--- config.mk ---
export PLATFORM = sky130hd
export DESIGN_NAME = spi_route_slave
export DESIGN_NICKNAME = d
export VERILOG_FILES = /design/src/rtl/spi_route_slave.sv
export SDC_FILE = /design/constraint.sdc
export NUM_CORES = 1
export LEC_CHECK = 0
export BUFFER_PORTS_ARGS = -buffer_cell sky130_fd_sc_hd__clkbuf_2
export CAP_MARGIN = 20
export CORE_ASPECT_RATIO = 1.4
export CORE_UTILIZATION = 45
export CTS_CLUSTER_DIAMETER = 30
export DETAILED_ROUTE_END_ITERATION = 16
export RECOVER_POWER = 50
export SLEW_MARGIN = 20
export SYNTH_ARGS = -nofsm -noshare
export SYNTH_HDL_FRONTEND = slang
export SYNTH_SLANG_ARGS = --single-unit
export TNS_END_PERCENT = 5
--- constraint.sdc ---
create_clock -name clk -period 2.4 [get_ports clk]
set_input_delay 0.24 -clock clk [delete_from_list [all_inputs] [get_ports clk]]
set_output_delay 0.24 -clock clk [all_outputs]
set_load 0.05 [all_outputs]
--- src/rtl/spi_route_slave.sv ---
module spi_route_slave #(
  parameter int ADDR_W = 7,
  parameter int DATA_W = 16,
  parameter int CODE_W = 8,
  parameter int N_CH = 4,
  parameter int ATT_BASE = 8,
  parameter int MEZ_BASE = 12,
  parameter int CNT_W = 6,
  parameter logic [1:0] PROTO_REV = 2'b00
) (
  input  logic                     clk,
  input  logic                     rst_n,
  input  logic                     spi_sck,
  input  logic                     spi_cs,
  input  logic                     spi_mosi,
  output logic                     spi_miso,
  input  logic [1:0]               hw_rev,
  output logic [1:0]               clk_sel,
  output logic                     mez_oe,
  output logic [N_CH*CODE_W-1:0]   att_code,
  output logic [N_CH-1:0]          att_load,
  output logic [N_CH-1:0]          mez_cs,
  output logic                     mez_sck,
  output logic                     mez_sdo
);
  localparam int HDR_W = ADDR_W + 1;
  localparam int REG_FRAME = HDR_W + DATA_W;
  localparam int ATT_FRAME = HDR_W + CODE_W;
  localparam int CH_W = (N_CH > 1) ? $clog2(N_CH) : 1;
  localparam logic [CNT_W-1:0] CNT_MAX = '1;
  localparam int CSEL_LSB = 4;
  localparam int OE_BIT = 12;

  logic sck_m, sck_s, sck_d, cs_m, cs_s, cs_d, mosi_m, mosi_s;
  logic [CNT_W-1:0] cnt;
  logic [REG_FRAME-1:0] shreg;
  logic [ADDR_W-1:0] hdr_addr;
  logic hdr_we;
  logic [DATA_W-1:0] rd_word, rd_sel, ctrl;
  logic rd_act, pass_on;
  logic [CODE_W-1:0] att_q [N_CH];

  wire sck_rise = sck_s & ~sck_d;
  wire sck_fall = ~sck_s & sck_d;
  wire cs_fall  = ~cs_s & cs_d;
  wire [HDR_W-1:0]  hdr_next = {shreg[HDR_W-2:0], mosi_s};
  wire [ADDR_W-1:0] nxt_addr = hdr_next[HDR_W-1:1];
  wire is_att = (hdr_addr >= ADDR_W'(ATT_BASE)) && (hdr_addr < ADDR_W'(ATT_BASE + N_CH));
  wire is_mez = (hdr_addr >= ADDR_W'(MEZ_BASE)) && (hdr_addr < ADDR_W'(MEZ_BASE + N_CH));
  wire [CH_W-1:0] att_ch = CH_W'(hdr_addr - ADDR_W'(ATT_BASE));
  wire [CH_W-1:0] mez_ch = CH_W'(hdr_addr - ADDR_W'(MEZ_BASE));

  always_comb begin
    case (nxt_addr)
      ADDR_W'(0): rd_sel = {{(DATA_W-4){1'b0}}, PROTO_REV, hw_rev};
      ADDR_W'(1): rd_sel = ctrl;
      default:    rd_sel = '0;
    endcase
  end

  always_ff @(posedge clk or negedge rst_n) begin
    if (!rst_n) begin
      {sck_m, sck_s, sck_d, cs_m, cs_s, cs_d, mosi_m, mosi_s} <= '0;
      cnt <= '0; shreg <= '0; hdr_addr <= '0; hdr_we <= 1'b0;
      rd_word <= '0; rd_act <= 1'b0; pass_on <= 1'b0;
      ctrl <= '0; att_load <= '0;
      for (int i = 0; i < N_CH; i++) att_q[i] <= '0;
    end else begin
      sck_m <= spi_sck;   sck_s <= sck_m;   sck_d <= sck_s;
      cs_m <= spi_cs;     cs_s <= cs_m;     cs_d <= cs_s;
      mosi_m <= spi_mosi; mosi_s <= mosi_m;
      att_load <= '0;
      if (!cs_s) begin
        cnt <= '0; rd_act <= 1'b0; pass_on <= 1'b0;
      end else begin
        if (sck_rise) begin
          shreg <= {shreg[REG_FRAME-2:0], mosi_s};
          if (cnt != CNT_MAX) cnt <= cnt + 1'b1;
          if (cnt == CNT_W'(HDR_W-1)) begin
            hdr_addr <= nxt_addr;
            hdr_we   <= hdr_next[0];
            rd_word  <= rd_sel;
            rd_act   <= (nxt_addr < ADDR_W'(ATT_BASE)) && !hdr_next[0];
          end else if (rd_act) begin
            rd_word <= {rd_word[DATA_W-2:0], 1'b0};
            if (cnt == CNT_W'(REG_FRAME-1)) rd_act <= 1'b0;
          end
        end
        if (sck_fall && cnt == CNT_W'(HDR_W) && is_mez) pass_on <= 1'b1;
      end
      if (cs_fall) begin
        if (hdr_we && hdr_addr == ADDR_W'(1) && cnt == CNT_W'(REG_FRAME))
          ctrl <= shreg[DATA_W-1:0];
        if (is_att && cnt == CNT_W'(ATT_FRAME)) begin
          att_q[att_ch]    <= shreg[CODE_W-1:0];
          att_load[att_ch] <= 1'b1;
        end
      end
    end
  end

  assign spi_miso = rd_act & rd_word[DATA_W-1];
  assign clk_sel  = ctrl[CSEL_LSB+1:CSEL_LSB];
  assign mez_oe   = ctrl[OE_BIT];
  assign mez_sck  = pass_on & sck_s;
  assign mez_sdo  = pass_on & mosi_s;

  for (genvar g = 0; g < N_CH; g++) begin : g_ch
    assign att_code[g*CODE_W +: CODE_W] = att_q[g];
    assign mez_cs[g] = pass_on && (mez_ch == CH_W'(g));
  end

  a_r3_ctrl_at_frame_end: assert property (@(posedge clk) disable iff (!rst_n)
    !$stable(ctrl) |-> $past(cs_fall));
  a_r8_code_with_load: assert property (@(posedge clk) disable iff (!rst_n)
    (att_code != $past(att_code)) |-> (|att_load));
  a_r8_single_load: assert property (@(posedge clk) disable iff (!rst_n)
    $onehot0(att_load));
  a_r8_load_after_frame: assert property (@(posedge clk) disable iff (!rst_n)
    (|att_load) |-> !cs_s);
  a_r9_one_mez_cs: assert property (@(posedge clk) disable iff (!rst_n)
    $onehot0(mez_cs));
  a_r9_mez_inside_frame: assert property (@(posedge clk) disable iff (!rst_n)
    (|mez_cs) |-> $past(cs_s));
  a_r10_miso_quiet: assert property (@(posedge clk) disable iff (!rst_n)
    (!cs_s && !$past(cs_s)) |-> !spi_miso);
endmodule

==> results.toml <==
[run_status]
status = "complete, no violations"

[synthesis]
synth-adder-area-share = 0.00554
syn_nets = 347
synth.top_cell.area_share = 0.599
mappedNetlistArea_um2 = 4510
synth_ff_type = "sky130_fd_sc_hd__dfrtp_1"
post-synth-top-count-cell = "sky130_fd_sc_hd__dfrtp_1"
post_synth.cell_area_avg_um2 = 13.4
yosysTopAreaCell = "sky130_fd_sc_hd__dfrtp_1"
ys_types = 37
yosysSeqAreaShare = 0.599
yosys_warnings = 0
post_synth_xor_area_fraction = 0.00194
synth_mux_area_frac = 0.222
synth.area.top_cells = "sky130_fd_sc_hd__dfrtp_1, sky130_fd_sc_hd__mux2_2, sky130_fd_sc_hd__o21ai_0"
ys_seq_elements = 108
synth-simple-area-share = 0.100
postSynth.asyncResetShare = 1.00
synth_edf_count = 0
synth_top_family_by_area = "multiplexers"
post_synth_most_frequent_cells = "sky130_fd_sc_hd__dfrtp_1, sky130_fd_sc_hd__mux2_2, sky130_fd_sc_hd__o21ai_0"
synth-compound-area-share = 0.0496
synthesis.instances = 338

[timing]
max_slew_margin = 0.162
hold_viol = 0
timing.final.setup_violations = 0
transition_time_at_the_pin_with_the_least_slew_margin_ns = 1.26
final_critical_path_setup_slack_ns = 0.113
finalCriticalPeriod_ns = 2.29
final_min_period_over_clock_period = 0.953
clock-skew-final_ns = 0.00539
unrepaired_setup_endpoints_after_global_routing = "no"
drv_slew = 0
timing.setup.tns_ns = 0
finalHoldWorstSlack_ns = 0.254
max_freq_mhz = 437

[floorplanning]
die_height_um = 120
number_of_top_level_pins = 53
die_area_um2 = 10400
core-area_um2 = 9620
die_w_um = 86.6
initial_standard_cell_utilization_of_the_core = 0.469
rows = 42

[power]
powerDensity_nw_per_um2 = 765
p_leak_nw = 2.61
ir_worst_vdd_uv = 432

[cts]
cts_made_buffers = 9
tritoncts = "yes"
clock_tree.buffer_depth = 2
clkTransAtPathRegs_ns = 0.07
clock_insertion_delay_worst_skew_ns = 0.34
cts-root-buf = "sky130_fd_sc_hd__clkbuf_16"
htreeDepth = 3
post_cts_buffers = 0
cts.sink_count = 108

[global_route]
vias_in_the_first_global_route = 3024
global_route_wire_length_before_repair_um = 15600
grt_max_degree = 53
track_usage = 0.196
number_of_antenna_violations_at_the_first_check_in_global_routing = 0
grt_overflow_total = 0

[cells_and_area]
finalNetCount = 411
layout_cell_share_with_drive_strength_beyond_1 = 0.403
flow.area_growth_from_synthesis_pct = 19.5
diodes = 0
layoutNonFillerInstCount = 539
fin_area_um2 = 5400
filler_cell_count = 812

[critical_path]
worstPathRequired_ns = 2.63
setup.worst_path.class = "flop to flop"
worstPathBufferInverterCount = 3
worst_path_largest_cell_delay_ns = 0.45
path_cells = "inv_1, ha_1, or4b_4, nand4bb_1, buf_4, nor3b_4, buf_12, mux2_2"
critical_path_peak_fanout = 8
critical_path.startpoint_type = "flop"
worst_setup_path_end_kind = "flop"
wp_data_arrival_ns = 2.51
worst_path_max_delay_cell = "sky130_fd_sc_hd__or4b_4"
critPathTopFamily = "simple AND/OR/NAND/NOR gates"

[routing]
routed-via-count = 2892
number_of_drc_markers_in_iteration_0 = 172
detail_route.wirelength_um = 9070
detail_route.wl_per_cell_um = 16.8
avgViaCountPerCell = 5.37
antenna_violating_nets_post_route = 0
number_of_drc_violations_after_detailed_routing = 0
firstDrtPassIters = 4

[placement]
place_worst_setup_slack_ns = 0.133
placed_cells = 519
place.gp.congestion = 0.784
placement.cell_area_um2 = 5020
port_buffers = 52
detailed_place_hpwl_um = 5980

[min_path]
hold_class = "primary input to flop"

[job]
max_cap_viol_count = 0
-- layer usage --
metal  track usage  part of all wire  vias to the layer above
li1              -                 -                     1347
met1         0.260              0.44                     1471
met2         0.320              0.51                       64
met3        0.0423             0.039                       10
met4        0.0625             0.014                        0
met5             0                 0                        -
-- final timing paths --
check                           from  depth (start not counted)      endpoint  slack, ns
max in group asynchronous      rst_n                          3       ctrl[6]       0.49
max                           cnt[0]                          8  att_code[21]       0.11
min reg2reg                     cs_m                          0          cs_s       0.35
min in group asynchronous      rst_n                          2      ctrl[14]       0.36
min                        hw_rev[0]                          3    rd_word[0]       0.25
max reg2reg                   cnt[0]                          8  att_code[21]       0.11
-- metrics by stage --
stage           util  power (mW)
2_1_floorplan      -        2.18
3_3_place_gp   0.522        2.37
3_5_place_dp   0.522        2.38
4_1_cts        0.564        4.18
5_1_grt        0.561        4.29
6_report       0.561        4.13
-- area by class of cell --
type | instances | area [um2] | area share
Multi-Input combinational cell | 207 | 1720 | 0.319
Sequential cell | 108 | 2700 | 0.501
Clock inverter | 7 | 145 | 0.0269
Clock buffer | 9 | 225 | 0.0417
Inverter | 5 | 18.8 | 0.00348
Tap cell | 132 | 165 | 0.0306
Timing Repair Buffer | 71 | 417 | 0.0772
-- sequential cells by signal, summed over array words and instances, names as in the netlist --
name      flops
cs_s          1
sck_m         1
att_load      4
mosi_m        1
rd_act        1
att_code     32
sck_d         1
sck_s         1
cs_d          1
rd_word      16
cs_m          1
cnt           6
pass_on       1
mosi_s        1
hdr_addr      7
hdr_we        1
shreg        16
ctrl         16
-- layout by cell type (no fill, tap or decap), types with 4 or more instances in the layout --
| cell | instances |
|---|---|
| sky130_fd_sc_hd__clkbuf_2 | 38 |
| sky130_fd_sc_hd__clkbuf_16 | 9 |
| sky130_fd_sc_hd__dfrtp_1 | 108 |
| sky130_fd_sc_hd__bufinv_16 | 4 |
| sky130_fd_sc_hd__mux2_2 | 88 |
| sky130_fd_sc_hd__nor3_1 | 5 |
| sky130_fd_sc_hd__clkbuf_1 | 15 |
| sky130_fd_sc_hd__nand4_1 | 15 |
| sky130_fd_sc_hd__o21ai_0 | 30 |
| sky130_fd_sc_hd__nor2_1 | 15 |
| sky130_fd_sc_hd__nand2_1 | 9 |
| sky130_fd_sc_hd__dlygate4sd3_1 | 4 |
| sky130_fd_sc_hd__inv_1 | 5 |
| sky130_fd_sc_hd__buf_4 | 12 |
-- worst reg2reg max path: cells and delay by family (launching register included) --
kind | cells | cell delay [ns]
fa+ha+maj | 1 | 0.13
flops | 1 | 0.40
simple gates | 3 | 0.87
mux | 1 | 0.33
buf+inv | 3 | 0.43
-- logic make-up after synthesis --
family	count (synthesis)
buffers and inverters	23
xor gates and xnor gates	1
AOI/OAI and AO/OA	40
and+or+nand+nor	75
adders and majority gates	2
DFF	108
muxes	89
-- power breakdown --
part / switching (mW) / internal [mW]
combinational: 0.174 / 0.107
sequential: 0.162 / 1.89
clock: 0.663 / 1.13
total: 0.999 / 3.13
-- timing repair --
action,in CTS,in global routing
resized for setup,0,1
endpoints found under the hold margin,31,0
endpoints found under the setup margin,0,3
hold buffers,4,0
Note: power is estimated with default switching activity, not from simulation.
